`src/rtl/mon_tx_pkg.sv`:
```
package mon_tx_pkg;

    typedef enum logic [2:0] {
        ST_IDLE,
        ST_FIRST,
        ST_ADVANCE,
        ST_GAP,
        ST_HOLD,
        ST_CHECK,
        ST_ENDING
    } mon_tx_state_e;

endpackage

```
`src/rtl/mon_tx_ack_watch.sv`:
```
module mon_tx_ack_watch #(
    parameter int IDLE_FRAMES = 2
) (
    input  logic clk,
    input  logic rst_n,
    input  logic frame_tick,
    input  logic ack_n,
    output logic pre_fall,
    output logic pre_rise,
    output logic idle_ok
);
    localparam int CW = $clog2(IDLE_FRAMES + 1);

    logic          prev_q;
    logic [CW-1:0] run_q;

    // Previous frame's acknowledge and the run of quiet frames before this one.
    always_ff @(posedge clk or negedge rst_n) begin
        if (!rst_n) begin
            prev_q <= 1'b1;
            run_q  <= '0;
        end else if (frame_tick) begin
            prev_q <= ack_n;
            if (!ack_n)
                run_q <= '0;
            else if (run_q != CW'(IDLE_FRAMES))
                run_q <= run_q + CW'(1);
        end
    end

    assign pre_fall = frame_tick && prev_q && !ack_n;
    assign pre_rise = frame_tick && !prev_q && ack_n;
    assign idle_ok  = frame_tick && ack_n && (run_q >= CW'(IDLE_FRAMES - 1));

    p_run_bounded_r2: assert property (@(posedge clk) disable iff (!rst_n)
        run_q <= CW'(IDLE_FRAMES));

    p_low_clears_run_r2: assert property (@(posedge clk) disable iff (!rst_n)
        (frame_tick && !ack_n) |=> (run_q == '0));

endmodule

```
`src/rtl/mon_tx_hold_count.sv`:
```
module mon_tx_hold_count #(
    parameter int MIN_REPEAT = 2
) (
    input  logic clk,
    input  logic rst_n,
    input  logic frame_tick,
    input  logic load,
    output logic shown_ok
);
    localparam int CW = $clog2(MIN_REPEAT + 1);

    logic [CW-1:0] cnt_q;

    // Frames the current byte has occupied, saturating at the minimum.
    always_ff @(posedge clk or negedge rst_n) begin
        if (!rst_n)
            cnt_q <= '0;
        else if (load)
            cnt_q <= CW'(1);
        else if (frame_tick && (cnt_q < CW'(MIN_REPEAT)))
            cnt_q <= cnt_q + CW'(1);
    end

    assign shown_ok = (cnt_q >= CW'(MIN_REPEAT));

    p_count_sat_r3: assert property (@(posedge clk) disable iff (!rst_n)
        cnt_q <= CW'(MIN_REPEAT));

    p_load_restart_r3: assert property (@(posedge clk) disable iff (!rst_n)
        load |=> (cnt_q == CW'(1)));

endmodule

```
`src/rtl/mon_tx.sv`:
```
module mon_tx
    import mon_tx_pkg::*;
#(
    parameter int DATA_W      = 8,
    parameter int MIN_REPEAT  = 2,
    parameter int IDLE_FRAMES = 2
) (
    input  logic              clk,
    input  logic              rst_n,
    input  logic              frame_tick,
    input  logic              ack_n,
    input  logic [DATA_W-1:0] in_data,
    input  logic              in_valid,
    input  logic              in_last,
    output logic              in_ready,
    output logic [DATA_W-1:0] mon_byte,
    output logic              en_n,
    output logic              done,
    output logic              aborted
);
    localparam logic [DATA_W-1:0] QUIET_BYTE = '1;

    mon_tx_state_e st_q, st_d;
    logic          pre_fall, pre_rise, idle_ok, shown_ok;
    logic          take;
    logic          cur_last_q;

    mon_tx_ack_watch #(.IDLE_FRAMES(IDLE_FRAMES)) u_ack (
        .clk        (clk),
        .rst_n      (rst_n),
        .frame_tick (frame_tick),
        .ack_n      (ack_n),
        .pre_fall   (pre_fall),
        .pre_rise   (pre_rise),
        .idle_ok    (idle_ok)
    );

    mon_tx_hold_count #(.MIN_REPEAT(MIN_REPEAT)) u_hold (
        .clk        (clk),
        .rst_n      (rst_n),
        .frame_tick (frame_tick),
        .load       (take),
        .shown_ok   (shown_ok)
    );

    // A byte can be taken at the start of a message or once the held byte is released.
    assign in_ready = frame_tick &&
                      (((st_q == ST_IDLE) && idle_ok) ||
                       ((st_q == ST_ADVANCE) && shown_ok && !cur_last_q));
    assign take     = in_ready && in_valid;

    // Next-state decision, evaluated only on the frame strobe.
    always_comb begin
        st_d = st_q;
        if (frame_tick) begin
            unique case (st_q)
                ST_IDLE:    if (take) st_d = ST_FIRST;
                ST_FIRST:   if (pre_fall) st_d = ST_ADVANCE;
                ST_ADVANCE: begin
                    if (shown_ok) begin
                        if (cur_last_q)
                            st_d = ST_ENDING;
                        else if (take)
                            st_d = ST_GAP;
                    end
                end
                ST_GAP:     st_d = ST_HOLD;
                ST_HOLD:    if (pre_rise) st_d = ST_CHECK;
                ST_CHECK:   st_d = ack_n ? ST_IDLE : ST_ADVANCE;
                ST_ENDING:  st_d = ST_IDLE;
                default:    st_d = ST_IDLE;
            endcase
        end
    end

    // State register.
    always_ff @(posedge clk or negedge rst_n) begin
        if (!rst_n)
            st_q <= ST_IDLE;
        else
            st_q <= st_d;
    end

    // Registered channel outputs and status pulses.
    always_ff @(posedge clk or negedge rst_n) begin
        if (!rst_n) begin
            en_n       <= 1'b1;
            mon_byte   <= QUIET_BYTE;
            cur_last_q <= 1'b0;
            done       <= 1'b0;
            aborted    <= 1'b0;
        end else begin
            done    <= frame_tick && (st_q == ST_ENDING);
            aborted <= frame_tick && (st_q == ST_CHECK) && ack_n;
            if (take) begin
                mon_byte   <= in_data;
                cur_last_q <= in_last;
            end else if (frame_tick && ((st_d == ST_IDLE) || (st_d == ST_ENDING))) begin
                mon_byte   <= QUIET_BYTE;
            end
            if (frame_tick)
                en_n <= !(st_d inside {ST_FIRST, ST_ADVANCE, ST_HOLD, ST_CHECK});
        end
    end

    p_idle_quiet_r1: assert property (@(posedge clk) disable iff (!rst_n)
        (st_q == ST_IDLE) |-> en_n);

    p_ready_on_tick_r8: assert property (@(posedge clk) disable iff (!rst_n)
        in_ready |-> frame_tick);

    p_gap_single_r5: assert property (@(posedge clk) disable iff (!rst_n)
        (frame_tick && (st_q == ST_GAP)) |=> !en_n);

    p_done_idle_r6: assert property (@(posedge clk) disable iff (!rst_n)
        done |-> (en_n && (st_q == ST_IDLE)));

    p_abort_idle_r7: assert property (@(posedge clk) disable iff (!rst_n)
        aborted |-> (en_n && (st_q == ST_IDLE) && (mon_byte == QUIET_BYTE)));

    p_pulse_excl_r7: assert property (@(posedge clk) disable iff (!rst_n)
        !(done && aborted));

endmodule

```
`config.mk`:
```
export PLATFORM = sky130hd
export DESIGN_NAME = mon_tx
export DESIGN_NICKNAME = d
export VERILOG_FILES = /design/src/rtl/mon_tx_pkg.sv /design/src/rtl/mon_tx_ack_watch.sv /design/src/rtl/mon_tx_hold_count.sv /design/src/rtl/mon_tx.sv
export SDC_FILE = /design/constraint.sdc
export NUM_CORES = 1
export LEC_CHECK = 0
export BUFFER_PORTS_ARGS = -buffer_cell sky130_fd_sc_hd__buf_2
export CAP_MARGIN = 20
export CORE_MARGIN = 2
export CORE_UTILIZATION = 49
export CTS_BUF_LIST = sky130_fd_sc_hd__clkbuf_8
export CTS_CLUSTER_DIAMETER = 100
export DETAILED_ROUTE_END_ITERATION = 6
export MAX_ROUTING_LAYER = met4
export PLACE_DENSITY = 0.88
export SETUP_SLACK_MARGIN = 0.02
export SKIP_LAST_GASP = 1
export SYNTH_ARGS = -nofsm -noshare
export SYNTH_HDL_FRONTEND = slang
export SYNTH_SLANG_ARGS = --single-unit
```
`constraint.sdc`:
```
create_clock -name clk -period 2.05 [get_ports clk]
set_input_delay 0.615 -clock clk [delete_from_list [all_inputs] [get_ports clk]]
set_output_delay 0.615 -clock clk [all_outputs]
set_load 0.1 [all_outputs]
```
==> qor.yml <==
status: "complete, but fails checks"
violations: "setup timing"
drc: 0
cap_violations: 0
ys_seq_area_frac: 0.476
synth_cell_type_count: 36
synthArstFlopShare: 1.00
rows: 16
routed_via_density: 5.47
dieArea_sq_um: 2590
end_kind: "output port"
numCtsBuffers: 3
port_buffers: 25
cts_hold_buf: 0
crit_chain: "inv_2 -> ha_2 -> or4_4 -> nor2_4 -> or2_4 -> buf_12"
required_ps: 1430
rsz0062_at_grt: "true"
yosysWarnings: 0
coreArea_sq_um: 2020
drt-initial-drc-count: 11
crit_path_start_kind: "register"
synth_cells: 103
overflow: 0
crit_buf_inv: 2
dp_hpwl_microns: 1780
rrSetupSlack_ps: 140
avgSynthCellArea_sq_um: 10.5
fmax_ghz: 0.439
regToRegStartpoint: "u_ack.run_q[0]$_DFFE_PN0P_"
criticalPathCategory: "register to output port"
wl_per_cell_microns: 14.3
insertedDiodeCount: 0
hold_path.class: "input pin to asynchronous set/reset pin"
cp_slowest_cell: "or4_4"
antenna_found_initial: 0
tightest_slew_ps: 488
crit_fanout: 2
grt_max_degree: 21
place.gp.congestion: 0.911
synth_common_cells: "nand2_1 (15), dfrtp_1 (10), dfstp_2 (10), mux2i_1 (8), inv_1 (7)"
final_cells: 167
ios: 26
final_util: 0.694
grt_pass1_wl_microns: 4040
cts_tree: "built"
crit_cells: 6
h-tree-depth: 1
clock_sinks: 20
finish.net_count: 158
finClkSkew_ps: 2.60
clock-root-buffer: "clkbuf_8"
path_clk_slew_ps: 70
synth_area_leaders: "dfstp_2 (24%), dfrtp_1 (23%), mux2i_1 (7.4%)"
clk_latency_ps: 260
yosysTopAreaCellShare: 0.244
cp-startpoint: "u_ack.run_q[0]$_DFFE_PN0P_"
grt_pass1_vias: 932
r2r-end: "mon_byte[4]$_DFFE_PN1P_"
drive_gt1_frac: 0.443
first_pass_iters: 4
start_util: 0.533
cellLeakagePower_nw: 0.680
post-place-cells: 159
synth_edf_count: 0
yosysMostFrequentCell: "nand2_1"
groute.usage.overall: 0.213
syn-num-nets: 120
rr_worst_depth: 10
irDropWorstVdd_mv: 1.14
synth-seq-cells: 20
finalSetupViolCount: 1
cp-endpoint: "in_ready"
fin_total_pwr_mw: 2.32
period_needed_ps: 2280
vias: 913
synth_area_leader_cell: "dfstp_2"
cpPeakStageDelay_ps: 420
syn_to_final_growth_pct: 30.3
cp_top_family: "simple AND/OR/NAND/NOR gates"
drv_slew: 0
synth_ff_type: "dfstp_2"
worstPathArrival_ps: 1660
dieHeight_microns: 50.9
finalCritPeriodShare: 1.11
setup_slack_ps: -228
die_x_microns: 50.9
postRouteAntennaNets: 0
timing.slew.headroom: 0.677
hold_viol: 0
clk_path_buf_depth: 2
finalWirelength_microns: 2400
power_density_nw_per_um2: 1650
synth_area_sq_um: 1080
setup_tns_ps: -228
[what timing repair did]
action	CTS	global route
gates resized for setup	1	0
cloned	0	0
endpoints found under the setup margin	1	9
pin swaps	2	1
setup buffers	3	1
[layout by cell type (no fill, tap or decap), drive strengths merged, types with 2 or more instances in the layout]
cell type  count
a21oi          5
dfstp         10
o21a           2
nor2           7
o21ai          4
nand3b         4
nor2b          2
nand2         15
clkbuf         3
mux2i          8
and3           2
nor3           2
ha             3
buf           38
inv            7
dfrtp         10
[power breakdown]
| part | total (mW) | internal (mW) | switching [mW] | leakage, nW |
|---|---|---|---|---|
| Combinational | 1.27 | 0.391 | 0.878 | 0.412 |
| Clock | 0.394 | 0.261 | 0.133 | 0.0357 |
| Sequential | 0.658 | 0.565 | 0.0933 | 0.232 |
[worst min path at each step]
stage,endpoint,startpoint
2_1_floorplan,aborted$_DFF_PN0_,rst_n
3_3_place_gp,u_ack.prev_q$_DFFE_PN1P_,u_ack.prev_q$_DFFE_PN1P_
3_5_place_dp,u_ack.prev_q$_DFFE_PN1P_,u_ack.prev_q$_DFFE_PN1P_
4_1_cts,st_q[2]$_DFF_PN0_,rst_n
5_1_grt,st_q[2]$_DFF_PN0_,rst_n
6_report,u_hold.cnt_q[1]$_DFFE_PN0P_,rst_n
[per-layer routing]
| metal | vias up | track usage | part of all wire |
|---|---|---|---|
| met5 | - | - | 0 |
| met4 | 0 | 0.0856 | 0.017 |
| met3 | 8 | 0.0175 | 0.056 |
| met2 | 40 | 0.364 | 0.50 |
| met1 | 438 | 0.264 | 0.42 |
| li1 | 427 | - | - |
[registers in the layout, indices dropped and copies added, names as in the netlist]
register / count
aborted: 1
u_ack.prev_q: 1
done: 1
mon_byte: 8
st_q: 3
u_hold.cnt_q: 2
cur_last_q: 1
en_n: 1
u_ack.run_q: 2
[cells by family (layout without fill, tap and decap cells)]
family                     Yosys count  count (layout)  share of synthesized area
AOI/OAI and AO/OA                   18              18                      0.118
adders and majority gates            3               3                     0.0348
xor gates and xnor gates             1               1                    0.00813
muxes                                9               9                     0.0848
DFF                                 20              20                      0.476
buffers and inverters               12              49                     0.0558
and+or+nand+nor                     40              40                      0.222
[final cells by class]
type                    instances  area [sq um]
fillers                       159           618
clock buffers                   3          41.3
multi-input cells              71           509
clock inverters                 1          30.0
flip-flops and latches         20           513
repair buffers                 38           250
well taps                      27          33.8
inverters                       7          26.3
[metrics by stage]
stage,hold slack (ps),cell area (sq um),worst slack [ps]
5_1_grt,323,1400,-265
3_5_place_dp,499,1300,-3.86
3_3_place_gp,496,1300,53.8
2_1_floorplan,319,1080,-1.66
4_1_cts,299,1400,-221
6_report,290,1400,-228
Note: power is estimated with default switching activity, not from simulation.
